==> src/rtl/bmc_pkg.sv <==
package bmc_pkg;
  typedef enum logic [1:0] {
    ST_HUNT = 2'd0,
    ST_CMD  = 2'd1,
    ST_LEN  = 2'd2,
    ST_DATA = 2'd3
  } frm_state_e;
endpackage

==> src/rtl/bmc_rx_decoder.sv <==
module bmc_rx_decoder #(
  parameter int OSR = 4
) (
  input  logic clk,
  input  logic rst_n,
  input  logic line_in,
  output logic bit_en,
  output logic bit_val,
  output logic lock_lost
);
  localparam int LOST_LIM  = 3 * OSR;
  localparam int SHORT_CNT = (3 * OSR) / 2 - 1;
  localparam int CW        = $clog2(LOST_LIM + 1);

  logic [2:0]    sync_q;
  logic [CW-1:0] cnt;
  logic          armed;
  logic          half_seen;
  logic          edge_det;

  assign edge_det = sync_q[2] ^ sync_q[1];

  always_ff @(posedge clk) begin
    if (!rst_n) begin
      sync_q    <= '0;
      cnt       <= '0;
      armed     <= 1'b0;
      half_seen <= 1'b0;
      bit_en    <= 1'b0;
      bit_val   <= 1'b0;
      lock_lost <= 1'b0;
    end else begin
      sync_q    <= {sync_q[1:0], line_in};
      bit_en    <= 1'b0;
      lock_lost <= 1'b0;
      if (edge_det) begin
        cnt   <= '0;
        armed <= 1'b1;
        if (armed) begin
          if (cnt < CW'(SHORT_CNT)) begin
            // half-cell interval: second one of a pair closes a '1' cell
            if (half_seen) begin
              bit_en    <= 1'b1;
              bit_val   <= 1'b1;
              half_seen <= 1'b0;
            end else begin
              half_seen <= 1'b1;
            end
          end else begin
            // full-cell interval: a '0' cell, also realigns pairing
            bit_en    <= 1'b1;
            bit_val   <= 1'b0;
            half_seen <= 1'b0;
          end
        end
      end else if (cnt == CW'(LOST_LIM)) begin
        lock_lost <= armed;
        armed     <= 1'b0;
        half_seen <= 1'b0;
      end else begin
        cnt <= cnt + 1'b1;
      end
    end
  end


  cnt_limit_chk: assert property (@(posedge clk) disable iff (!rst_n)
    cnt <= CW'(LOST_LIM));


  no_bit_after_loss_chk: assert property (@(posedge clk) disable iff (!rst_n)
    lock_lost |=> !bit_en);
endmodule

==> src/rtl/bmc_frame_fsm.sv <==
module bmc_frame_fsm
  import bmc_pkg::*;
#(
  parameter int SYNC_LEN = 14,
  parameter int CMD_W    = 8,
  parameter int LEN_W    = 16,
  parameter int NUM_CMD  = 4,
  parameter int CMD_BASE = 'hA0
) (
  input  logic               clk,
  input  logic               rst_n,
  input  logic               bit_en,
  input  logic               bit_val,
  input  logic               lock_lost,
  output logic [NUM_CMD-1:0] cmd_stb,
  output logic               init_sclk,
  output logic               init_sdata,
  output logic               frame_err
);
  localparam int OW = $clog2(SYNC_LEN + 1);
  localparam int FW = $clog2(LEN_W + 1);

  frm_state_e       state;
  logic [OW-1:0]    ones;
  logic [OW-1:0]    ones_nxt;
  logic [FW-1:0]    fcnt;
  logic [LEN_W-1:0] shreg;
  logic [LEN_W-1:0] remain;
  logic [CMD_W-1:0] code_w;
  logic [LEN_W-1:0] len_w;
  int               off_i;
  logic             code_ok;
  logic             sync_hit;

  always_comb begin
    if (!bit_val)                    ones_nxt = '0;
    else if (ones == OW'(SYNC_LEN))  ones_nxt = ones;
    else                             ones_nxt = ones + 1'b1;
    sync_hit = (ones_nxt == OW'(SYNC_LEN));
    code_w   = {shreg[CMD_W-2:0], bit_val};
    len_w    = {shreg[LEN_W-2:0], bit_val};
    off_i    = int'(code_w) - CMD_BASE;
    code_ok  = (off_i >= 0) && (off_i < NUM_CMD);
  end

  always_ff @(posedge clk) begin
    if (!rst_n) begin
      state      <= ST_HUNT;
      ones       <= '0;
      fcnt       <= '0;
      shreg      <= '0;
      remain     <= '0;
      cmd_stb    <= '0;
      init_sclk  <= 1'b0;
      init_sdata <= 1'b0;
      frame_err  <= 1'b0;
    end else begin
      cmd_stb   <= '0;
      init_sclk <= 1'b0;
      frame_err <= 1'b0;
      if (lock_lost) begin
        state <= ST_HUNT;
        ones  <= '0;
      end else if (bit_en) begin
        shreg <= {shreg[LEN_W-2:0], bit_val};
        case (state)
          ST_HUNT: begin
            ones <= ones_nxt;
            if (sync_hit) begin
              state <= ST_CMD;
              fcnt  <= '0;
              ones  <= '0;
            end
          end
          ST_CMD: begin
            fcnt <= fcnt + 1'b1;
            if (fcnt == FW'(CMD_W - 1)) begin
              fcnt <= '0;
              if (code_ok) begin
                for (int k = 0; k < NUM_CMD; k++)
                  if (off_i == k) cmd_stb[k] <= 1'b1;
                state <= ST_LEN;
              end else begin
                frame_err <= 1'b1;
                state     <= ST_HUNT;
              end
            end
          end
          ST_LEN: begin
            fcnt <= fcnt + 1'b1;
            if (fcnt == FW'(LEN_W - 1)) begin
              fcnt   <= '0;
              remain <= len_w;
              ones   <= '0;
              state  <= (len_w == '0) ? ST_HUNT : ST_DATA;
            end
          end
          default: begin
            ones <= ones_nxt;
            if (sync_hit) begin
              frame_err <= 1'b1;
              ones      <= '0;
              state     <= ST_HUNT;
            end else begin
              init_sclk  <= 1'b1;
              init_sdata <= bit_val;
              remain     <= remain - 1'b1;
              if (remain == LEN_W'(1)) state <= ST_HUNT;
            end
          end
        endcase
      end
    end
  end


  stb_onehot_chk: assert property (@(posedge clk) disable iff (!rst_n)
    $onehot0(cmd_stb));


  sclk_from_data_chk: assert property (@(posedge clk) disable iff (!rst_n)
    init_sclk |-> $past(state) == ST_DATA);


  err_hunts_chk: assert property (@(posedge clk) disable iff (!rst_n)
    frame_err |-> state == ST_HUNT);


  loss_hunts_chk: assert property (@(posedge clk) disable iff (!rst_n)
    lock_lost |=> state == ST_HUNT);
endmodule

==> src/rtl/bmc_deframer.sv <==
module bmc_deframer #(
  parameter int OSR      = 4,
  parameter int SYNC_LEN = 14,
  parameter int CMD_W    = 8,
  parameter int LEN_W    = 16,
  parameter int NUM_CMD  = 4,
  parameter int CMD_BASE = 'hA0
) (
  input  logic               clk,
  input  logic               rst_n,
  input  logic               line_in,
  output logic               bit_en,
  output logic               bit_val,
  output logic               lock_lost,
  output logic [NUM_CMD-1:0] cmd_stb,
  output logic               init_sclk,
  output logic               init_sdata,
  output logic               frame_err
);
  bmc_rx_decoder #(.OSR(OSR)) u_dec (
    .clk       (clk),
    .rst_n     (rst_n),
    .line_in   (line_in),
    .bit_en    (bit_en),
    .bit_val   (bit_val),
    .lock_lost (lock_lost)
  );

  bmc_frame_fsm #(
    .SYNC_LEN (SYNC_LEN),
    .CMD_W    (CMD_W),
    .LEN_W    (LEN_W),
    .NUM_CMD  (NUM_CMD),
    .CMD_BASE (CMD_BASE)
  ) u_frm (
    .clk        (clk),
    .rst_n      (rst_n),
    .bit_en     (bit_en),
    .bit_val    (bit_val),
    .lock_lost  (lock_lost),
    .cmd_stb    (cmd_stb),
    .init_sclk  (init_sclk),
    .init_sdata (init_sdata),
    .frame_err  (frame_err)
  );
endmodule

==> config.mk <==
export PLATFORM = sky130hd
export DESIGN_NAME = bmc_deframer
export DESIGN_NICKNAME = d
export VERILOG_FILES = /design/src/rtl/bmc_pkg.sv /design/src/rtl/bmc_rx_decoder.sv /design/src/rtl/bmc_frame_fsm.sv /design/src/rtl/bmc_deframer.sv
export SDC_FILE = /design/constraint.sdc
export NUM_CORES = 1
export LEC_CHECK = 0
export CORE_UTILIZATION = 63
export CTS_BUF_LIST = sky130_fd_sc_hd__clkbuf_8 sky130_fd_sc_hd__clkbuf_16
export CTS_CLUSTER_SIZE = 30
export DETAILED_ROUTE_END_ITERATION = 10
export DONT_BUFFER_PORTS = 1
export PLACE_DENSITY = 0.82
export SYNTH_ARGS = -nofsm -noshare
export SYNTH_HDL_FRONTEND = slang
export SYNTH_HIERARCHICAL = 1
export SYNTH_SLANG_ARGS = --single-unit
==> constraint.sdc <==
create_clock -name clk -period 2.63 [get_ports clk]
set_input_delay 0.789 -clock clk [delete_from_list [all_inputs] [get_ports clk]]
set_output_delay 0.789 -clock clk [all_outputs]
set_load 0.005 [all_outputs]
==> impl_results.md, run 1 <==
- Worst setup startpoint: u_frm/shreg[4]
- Fraction of the yosys area taken by sequential cells: 36.4%
- Placement row count: 26
- GRT Residual Overflow: 0
- Distinct cells, synth: 62
- Detailed-route DRC error count: 0
- Ant. Diodes: 0
- Via count of the first global-routing pass: 2,829
- Overall die area: 5620 um2
- # IOs: 13
- Final RePlAce weighted congestion: 0.913
- Number of buffers inserted during clock tree synthesis: 9
- Startpoint of the worst hold path: u_dec/sync_q[0]
- Proportion of power drawn by the clock network: 49.5%
- Non-Filler Cell Area, Final: 3700 um2
- Fraction of synthesis flops using an asynchronous set or reset pin: 0%
- Detailed router's first-iteration violation count: 344
- Average vias per placed instance: 6.31
- Origin of the critical flop-to-flop path: u_frm/shreg[4]
- Die X: 75.0 um
- Share of final-layout standard cells stronger than drive strength 1: 10.4%
- Maximum level of the CTS H-tree: 3
- Buffer levels on the longest clock path: 2
- Largest net degree at the start of global routing: 41
- Placed Instances: 476
- Met3 track demand over resource: 5.22%
- Power share of the sequential group: 48.2%
- First-pass detailed-route iteration total: 5
- Share of the clock period used by the worst path after layout: 91.5%
- Worst setup EP type: flop
- Max Clock Skew: 0.0107 ns
- Die extent in y: 75.0 um
- Cell Area, Synth: 3360 um2
- Worst setup timing slack at the placement stage: 0.225 ns
- Final Max Tran Viols: 0
- Clock root buffer master: clkbuf_8
- Switching power summed over all nets: 0.434 mW
- Remaining number of nets flagged by the antenna check after routing: 0
- Post-synthesis instance total: 413
- Layout net count: 438
- Areal power density over the cells: 526 nW/um2
- Setup Total Neg Slack: 0 ns
- Mean instance size in the synthesized netlist: 8.13 um2
- Number of storage elements in the synthesis netlist: 61
- DPL Wire Length: 5440 um
- Number of synthesized flops with an enable pin: 0
- Synth warnings: 6
- Total length of routed wires: 8150 um
- GRT Util Overall: 32.2%
- Worst min-delay path category: flop to flop
- Via count: 3,104
- Critical path fanouts, max: 9
- CTS sink count: 61
- Net Sw Frac: 22.3%
- Growth of design area from synthesis to finish: 10.3%
- IO buf count: 0
- Max-Cap Viols: 0
- Shortest clock period the worst path allows after layout: 2.41 ns
- Most crowded layer after global routing: met2
- Routing usage on met1: 43.8%
- Largest stage delay on the critical path: 0.59 ns
- Master of the slowest instance on the critical path: or4_1
- Hold violation total from the final report: 0
- Worst Setup Start Kind: flop
- Least-Margin Pin Slew: 0.667 ns
- Category of the most critical setup path: flop to flop
- F_max: 415 MHz
- Antenna violations before repair: 0
- Net count after synthesis: 434
- Unrepaired setup endpoints after global routing: no
- Count of final setup violators: 0
- Internal Power: 1.51 mW
- Source-to-sink clock delay at the later pin of the worst-skew pair: 0.35 ns
- Data arrival time of the critical path: 2.69 ns
- Core Util, Final: 72.5%
- Critical Path, Cell by Cell: inv_1 > ha_1 > or2_0 > nor2_1 > ha_1 > nand4_1 > or4_1 > or2_1 > nor2_1
- Most frequently used flop master after synthesis: dfxtp_1
- Wire per inst: 16.6 um
- Wire length of the first global-routing pass: 13,500 um
- Static Leak: 1.33 nW
- Slack of the critical path: 0.223 ns
- Worst vdd rail ir drop: 388 uV
- Clock-pin transition on the worst setup and hold timing paths: 0.08 ns
- Run status: finished clean
- Core ar.: 5110 um2
- TritonCTS clock tree: built
- Comb power frac: 2.3%
- Filler-free cell count of the finished design: 492
- Filler cell count: 388
- CP required: 2.91 ns
- Initial core utilization: 65.7%
- DP Area: 3460 um2
- Worst max-slew margin expressed relative to the limit: 55.1%
- Global Route met2 Usage: 50.4%
[layout by cell type (no fill, tap or decap), types with 6 or more instances in the layout]
master	n
a21oi_1	29
nor3_1	14
clkbuf_8	10
o31ai_1	6
xnor2_1	6
mux2i_1	10
inv_1	26
nand3_1	12
nor2_1	25
buf_4	13
o21ai_0	13
or4_1	6
nor4_1	7
o21ai_1	12
dfxtp_1	59
nand2_1	61
ha_1	18
[path summary, 6_finish.rpt]
kind | cells after the start | slack [ns] | to
hold / removal | 1 | 0.44 | u_dec/sync_q[1]
setup / recovery | 9 | 0.22 | u_frm/cmd_stb[1]
hold reg to reg | 1 | 0.44 | u_dec/sync_q[1]
setup reg to reg | 9 | 0.22 | u_frm/cmd_stb[1]
[metrics by stage]
step           hold WS [ns]  total power [mW]
3_3_place_gp          0.418              1.00
2_1_floorplan         0.412             0.994
4_1_cts               0.441              1.96
5_1_grt               0.470              2.00
3_5_place_dp          0.426              1.00
6_report              0.440              1.95
[repair_timing]
action	in CTS	in global routing
setup buffers	0	0
resized for setup	0	3
endpoints found under the setup margin	0	4
hold buffers	0	0
[cells in the mapped netlist (5+ instances only)]
master / instances / share of area (%)
a211oi_1: 5 / 1.1
a21oi_1: 29 / 4.3
and2_1: 5 / 0.93
clkbuf_1: 17 / 1.9
dfxtp_1: 61 / 36
ha_1: 18 / 6.7
inv_1: 26 / 2.9
mux2i_1: 10 / 3.0
nand2_1: 61 / 6.8
nand2b_1: 5 / 0.93
nand3_1: 13 / 1.9
nor2_1: 25 / 2.8
nor3_1: 14 / 2.1
nor4_1: 7 / 1.3
o21ai_0: 13 / 1.9
o21ai_1: 12 / 1.8
o31ai_1: 6 / 1.3
or4_1: 6 / 1.3
xnor2_1: 6 / 1.6
[area by class of cell]
type / instances / area [um2] / area share, %
repair buffers: 13 / 97.6 / 2.64
flip-flops and latches: 61 / 1220 / 33.1
multi-input cells: 306 / 1960 / 53.0
inverters: 26 / 97.6 / 2.64
clock buffers: 10 / 138 / 3.72
well taps: 70 / 87.6 / 2.37
clock inverters: 6 / 93.8 / 2.54
[kinds of logic after synthesis]
group                    synth area share, %
buffers and inverters                   5.26
XOR/XNOR                                1.83
multiplexers                            3.32
AND/OR/NAND/NOR                         24.3
adder cells (fa/ha/maj)                 6.71
flip-flops                              36.4
AO/OA/AOI/OAI                           22.2
[power by group through the flow]
stage / Combinational, mW / Clock (mW) / Sequential (mW)
final: 0.0446 / 0.963 / 0.938
after detailed placement: 0.0432 / 0 / 0.959
after global routing: 0.0499 / 1.01 / 0.939
after CTS: 0.0447 / 0.974 / 0.938
after floorplan: 0.0368 / 0 / 0.958
after global placement: 0.0421 / 0 / 0.959
[critical path, delay by kind of cell, from the launching register on]
| family | cells | cell delay [ns] |
|---|---|---|
| buffers and inverters | 1 | 0.07 |
| flip-flops | 1 | 0.42 |
| adder cells (fa/ha/maj) | 2 | 0.43 |
| AND/OR/NAND/NOR | 6 | 1.42 |
[routing by layer]
metal  vias up  wire length, um
li1       1494                -
met1      1479             3630
met2       115             3880
met3        16              470
met4         0              168
met5         -                0
[state kept, by name, summed over array words and instances (netlist names), 2 cells and up]
| register | cells |
|---|---|
| u_dec/sync_q | 3 |
| u_dec/cnt | 4 |
| u_frm/fcnt | 5 |
| u_frm/remain | 16 |
| u_frm/state | 2 |
| u_frm/shreg | 15 |
| u_frm/ones | 4 |
| u_frm/cmd_stb | 4 |
Note: power is estimated with default switching activity, not from simulation.
==> run 2: changes to the inputs <==
==> constraint.sdc (replaced) <==
create_clock -name clk -period 2.4 [get_ports clk]
set_input_delay 0.72 -clock clk [delete_from_list [all_inputs] [get_ports clk]]
set_output_delay 0.72 -clock clk [all_outputs]
set_load 0.005 [all_outputs]
==> run 2 against run 1 <==
  * Fmax increased by 5.9%
  * Utilization rose by 0.96 points
  * Final cell count up 1.6%
  * Wire length is 0.56% higher
  * Hold slack improved by 0.016 ns
  * Clock skew down 0.0043 ns
  * Critical path depth fell by 1
  * Combinational power rose by 20%
  * Design area rose by 1.3%
  * Clock power fell by 8.4%
==> impl_results.md, run 2 (synthesis gave the netlist of run 1 again) <==
- Run status: finished clean
- DPL Wire Length: 5670 um (+4.1%)
- Number of buffers inserted during clock tree synthesis: 9 (unchanged)
- Worst setup startpoint: u_frm/ones[0]
- Overall die area: 5620 um2 (unchanged)
- Die X: 75.0 um (unchanged)
- Worst setup timing slack at the placement stage: 0.119 ns (-0.106 ns)
- Remaining number of nets flagged by the antenna check after routing: 0 (unchanged)
- Core ar.: 5110 um2 (unchanged)
- Most common cell after layout, fill and taps aside: nand2_1
- Non-Filler Cell Area, Final: 3750 um2 (+1.3%)
- Worst Setup Start Kind: flop
- Shortest clock period the worst path allows after layout: 2.27 ns (-0.134 ns)
- Clock root buffer master: clkbuf_8
- Count of final setup violators: 0 (unchanged)
- Largest net degree at the start of global routing: 41 (unchanged)
- Antenna violations before repair: 0 (unchanged)
- Growth of design area from synthesis to finish: 11.7%
- Highest-count cells in the layout ignoring fill and taps: nand2_1, dfxtp_1, a21oi_1
- Endpoint of the worst register-to-register path: u_frm/remain[14]
- Category of the most critical setup path: flop to flop
- Share of final-layout standard cells stronger than drive strength 1: 12.8% (+2.4 points)
- Largest stage delay on the critical path: 0.40 ns (-0.19 ns)
- Register-to-register path setup slack: 0.13 ns (-0.10 ns)
- Unrepaired setup endpoints after global routing: no
- Master of the slowest instance on the critical path: dfxtp_1
- Final RePlAce weighted congestion: 0.854 (-6.4%)
- Buf+Inv Stages, Crit Path: 2 (+1)
- Origin of the critical flop-to-flop path: u_frm/ones[0]
- Final Max Tran Viols: 0 (unchanged)
- Most crowded layer after global routing: met2
- GRT Util Overall: 32.0% (-0.24 points)
- # IOs: 13 (unchanged)
- Die extent in y: 75.0 um (unchanged)
- Critical path fanouts, max: 10 (+1)
- Hold violation total from the final report: 0 (unchanged)
- GRT Residual Overflow: 0 (unchanged)
- Maximum level of the CTS H-tree: 3 (unchanged)
- Routing usage on met1: 43.5% (-0.29 points)
- IO buf count: 0 (unchanged)
- Depth of the most critical reg-to-reg path: 8 (-1)
- Critical Path, Cell by Cell: inv_1 > ha_1 > nand2b_1 > a211o_1 > o41ai_4 > buf_6 > a211oi_1 > o31ai_2
- Global Route met2 Usage: 48.8% (-1.5 points)
- Max-Cap Viols: 0 (unchanged)
- Source-to-sink clock delay at the later pin of the worst-skew pair: 0.33 ns (-0.02 ns)
- Clock-pin transition on the worst setup and hold timing paths: 0.07 ns (about the same)
- TritonCTS clock tree: built
- Layout net count: 446 (+1.8%)
- Static Leak: 1.36 nW (+2.3%)
- Placed Instances: 484 (+1.7%)
- Data arrival time of the critical path: 2.51 ns (-0.18 ns)
- Setup Total Neg Slack: 0 ns (unchanged)
- Placement row count: 26 (unchanged)
- Share of the clock period used by the worst path after layout: 94.7% (+3.2 points)
- Buffer levels on the longest clock path: 2 (unchanged)
- CP required: 2.63 ns (-0.28 ns)
- Cell count along the critical path: 8 (-1)
- DP Area: 3530 um2 (+2.1%)
- Initial core utilization: 65.7% (unchanged)
- Top flop regs: u_frm/remain x16, u_frm/shreg x15, u_frm/fcnt x5
- Detailed-route DRC error count: 0 (unchanged)
- Wire per inst: 16.4 um (-1.0%)
- Areal power density over the cells: 524 nW/um2 (-0.34%)
- Slack of the critical path: 0.128 ns (-0.0955 ns)
- Wire length of the first global-routing pass: 13,600 um (+0.56%)
- Least-Margin Pin Slew: 0.642 ns (-0.0253 ns)
- Worst vdd rail ir drop: 419 uV (+7.9%)
- CTS sink count: 61 (unchanged)
- Met3 track demand over resource: 6.56% (+1.3 points)
- Largest Register: u_frm/remain
- Total length of routed wires: 8190 um (+0.56%)
- Via count: 3,155 (+1.6%)
- Worst min-delay path category: flop to flop
- End of the critical path: u_frm/remain[14]
- Detailed router's first-iteration violation count: 355 (+3.2%)
- Worst max-slew margin expressed relative to the limit: 56.6% (+1.5 points)
- Flip-flop count of the largest register, all copies and words added: 16 (unchanged)
- Max Clock Skew: 0.00649 ns (-0.00425 ns)
- Average vias per placed instance: 6.31 (about the same)
- Filler-free cell count of the finished design: 500 (+1.6%)
- First-pass detailed-route iteration total: 5 (unchanged)
- F_max: 440 MHz (+5.9%)
- Worst setup EP type: flop
- Largest delay share family, worst path: compound AO/OA/AOI/OAI gates
- Via count of the first global-routing pass: 2,951 (+4.3%)
- Ant. Diodes: 0 (unchanged)
-- run 2: changes by cell type in the layout (fill, tap and decap cells not counted), moves of 2 or more --
cell      delta
clkinv_2     +2
buf_4        +6
o31ai_2      +2
o31ai_1      -2
-- run 2: metrics by stage --
stage,hold slack [ns],utilization [%],power [mW]
2_1_floorplan,0.412,-,1.09
3_3_place_gp,0.427,69.2,1.10
3_5_place_dp,0.426,69.2,1.10
4_1_cts,0.452,73.0,1.98
5_1_grt,0.464,73.4,2.04
6_report,0.455,73.4,1.96
-- run 2: report_power, final --
group          internal (mW)  switching, mW  leakage (nW)
combinational         0.0183         0.0351         0.767
clock                  0.473          0.409        0.0964
sequential              1.02        0.00934         0.494
total                   1.51          0.454          1.36
-- run 2: how the worst min path moves through the flow --
stage | slack [ns] | from | to | depth (start not counted)
CTS | 0.45 | u_dec/sync_q[0] | u_dec/sync_q[1] | 1
global placement | 0.43 | u_dec/sync_q[0] | u_dec/sync_q[1] | 1
finish | 0.46 | u_dec/sync_q[0] | u_dec/sync_q[1] | 1
floorplan | 0.41 | u_dec/sync_q[0] | u_dec/sync_q[1] | 1
detailed placement | 0.43 | u_dec/sync_q[0] | u_dec/sync_q[1] | 1
global route | 0.46 | u_dec/sync_q[0] | u_dec/sync_q[1] | 1
-- run 2: area by class of cell --
| cell class | instances | area, um2 |
|---|---|---|
| Multi-Input combinational cell | 306 | 1970 |
| Fill cell | 390 | 1360 |
| Sequential cell | 61 | 1220 |
| Timing Repair Buffer | 21 | 174 |
| Clock buffer | 9 | 124 |
| Inverter | 26 | 97.6 |
| Tap cell | 70 | 87.6 |
| Clock inverter | 7 | 67.6 |
-- run 2: routing by layer --
metal / wire, um / part of all wire [%] / up-vias
li1: - / - / 1519
met1: 3690 / 45 / 1474
met2: 3760 / 46 / 135
met3: 532 / 6.5 / 27
met4: 216 / 2.6 / 0
met5: 0 / 0 / -
-- run 2: repair_timing --
action | CTS | global route
gates resized for setup | 0 | 8
setup endpoints to repair | 0 | 10
hold buffers | 0 | 0
setup buffers | 0 | 0
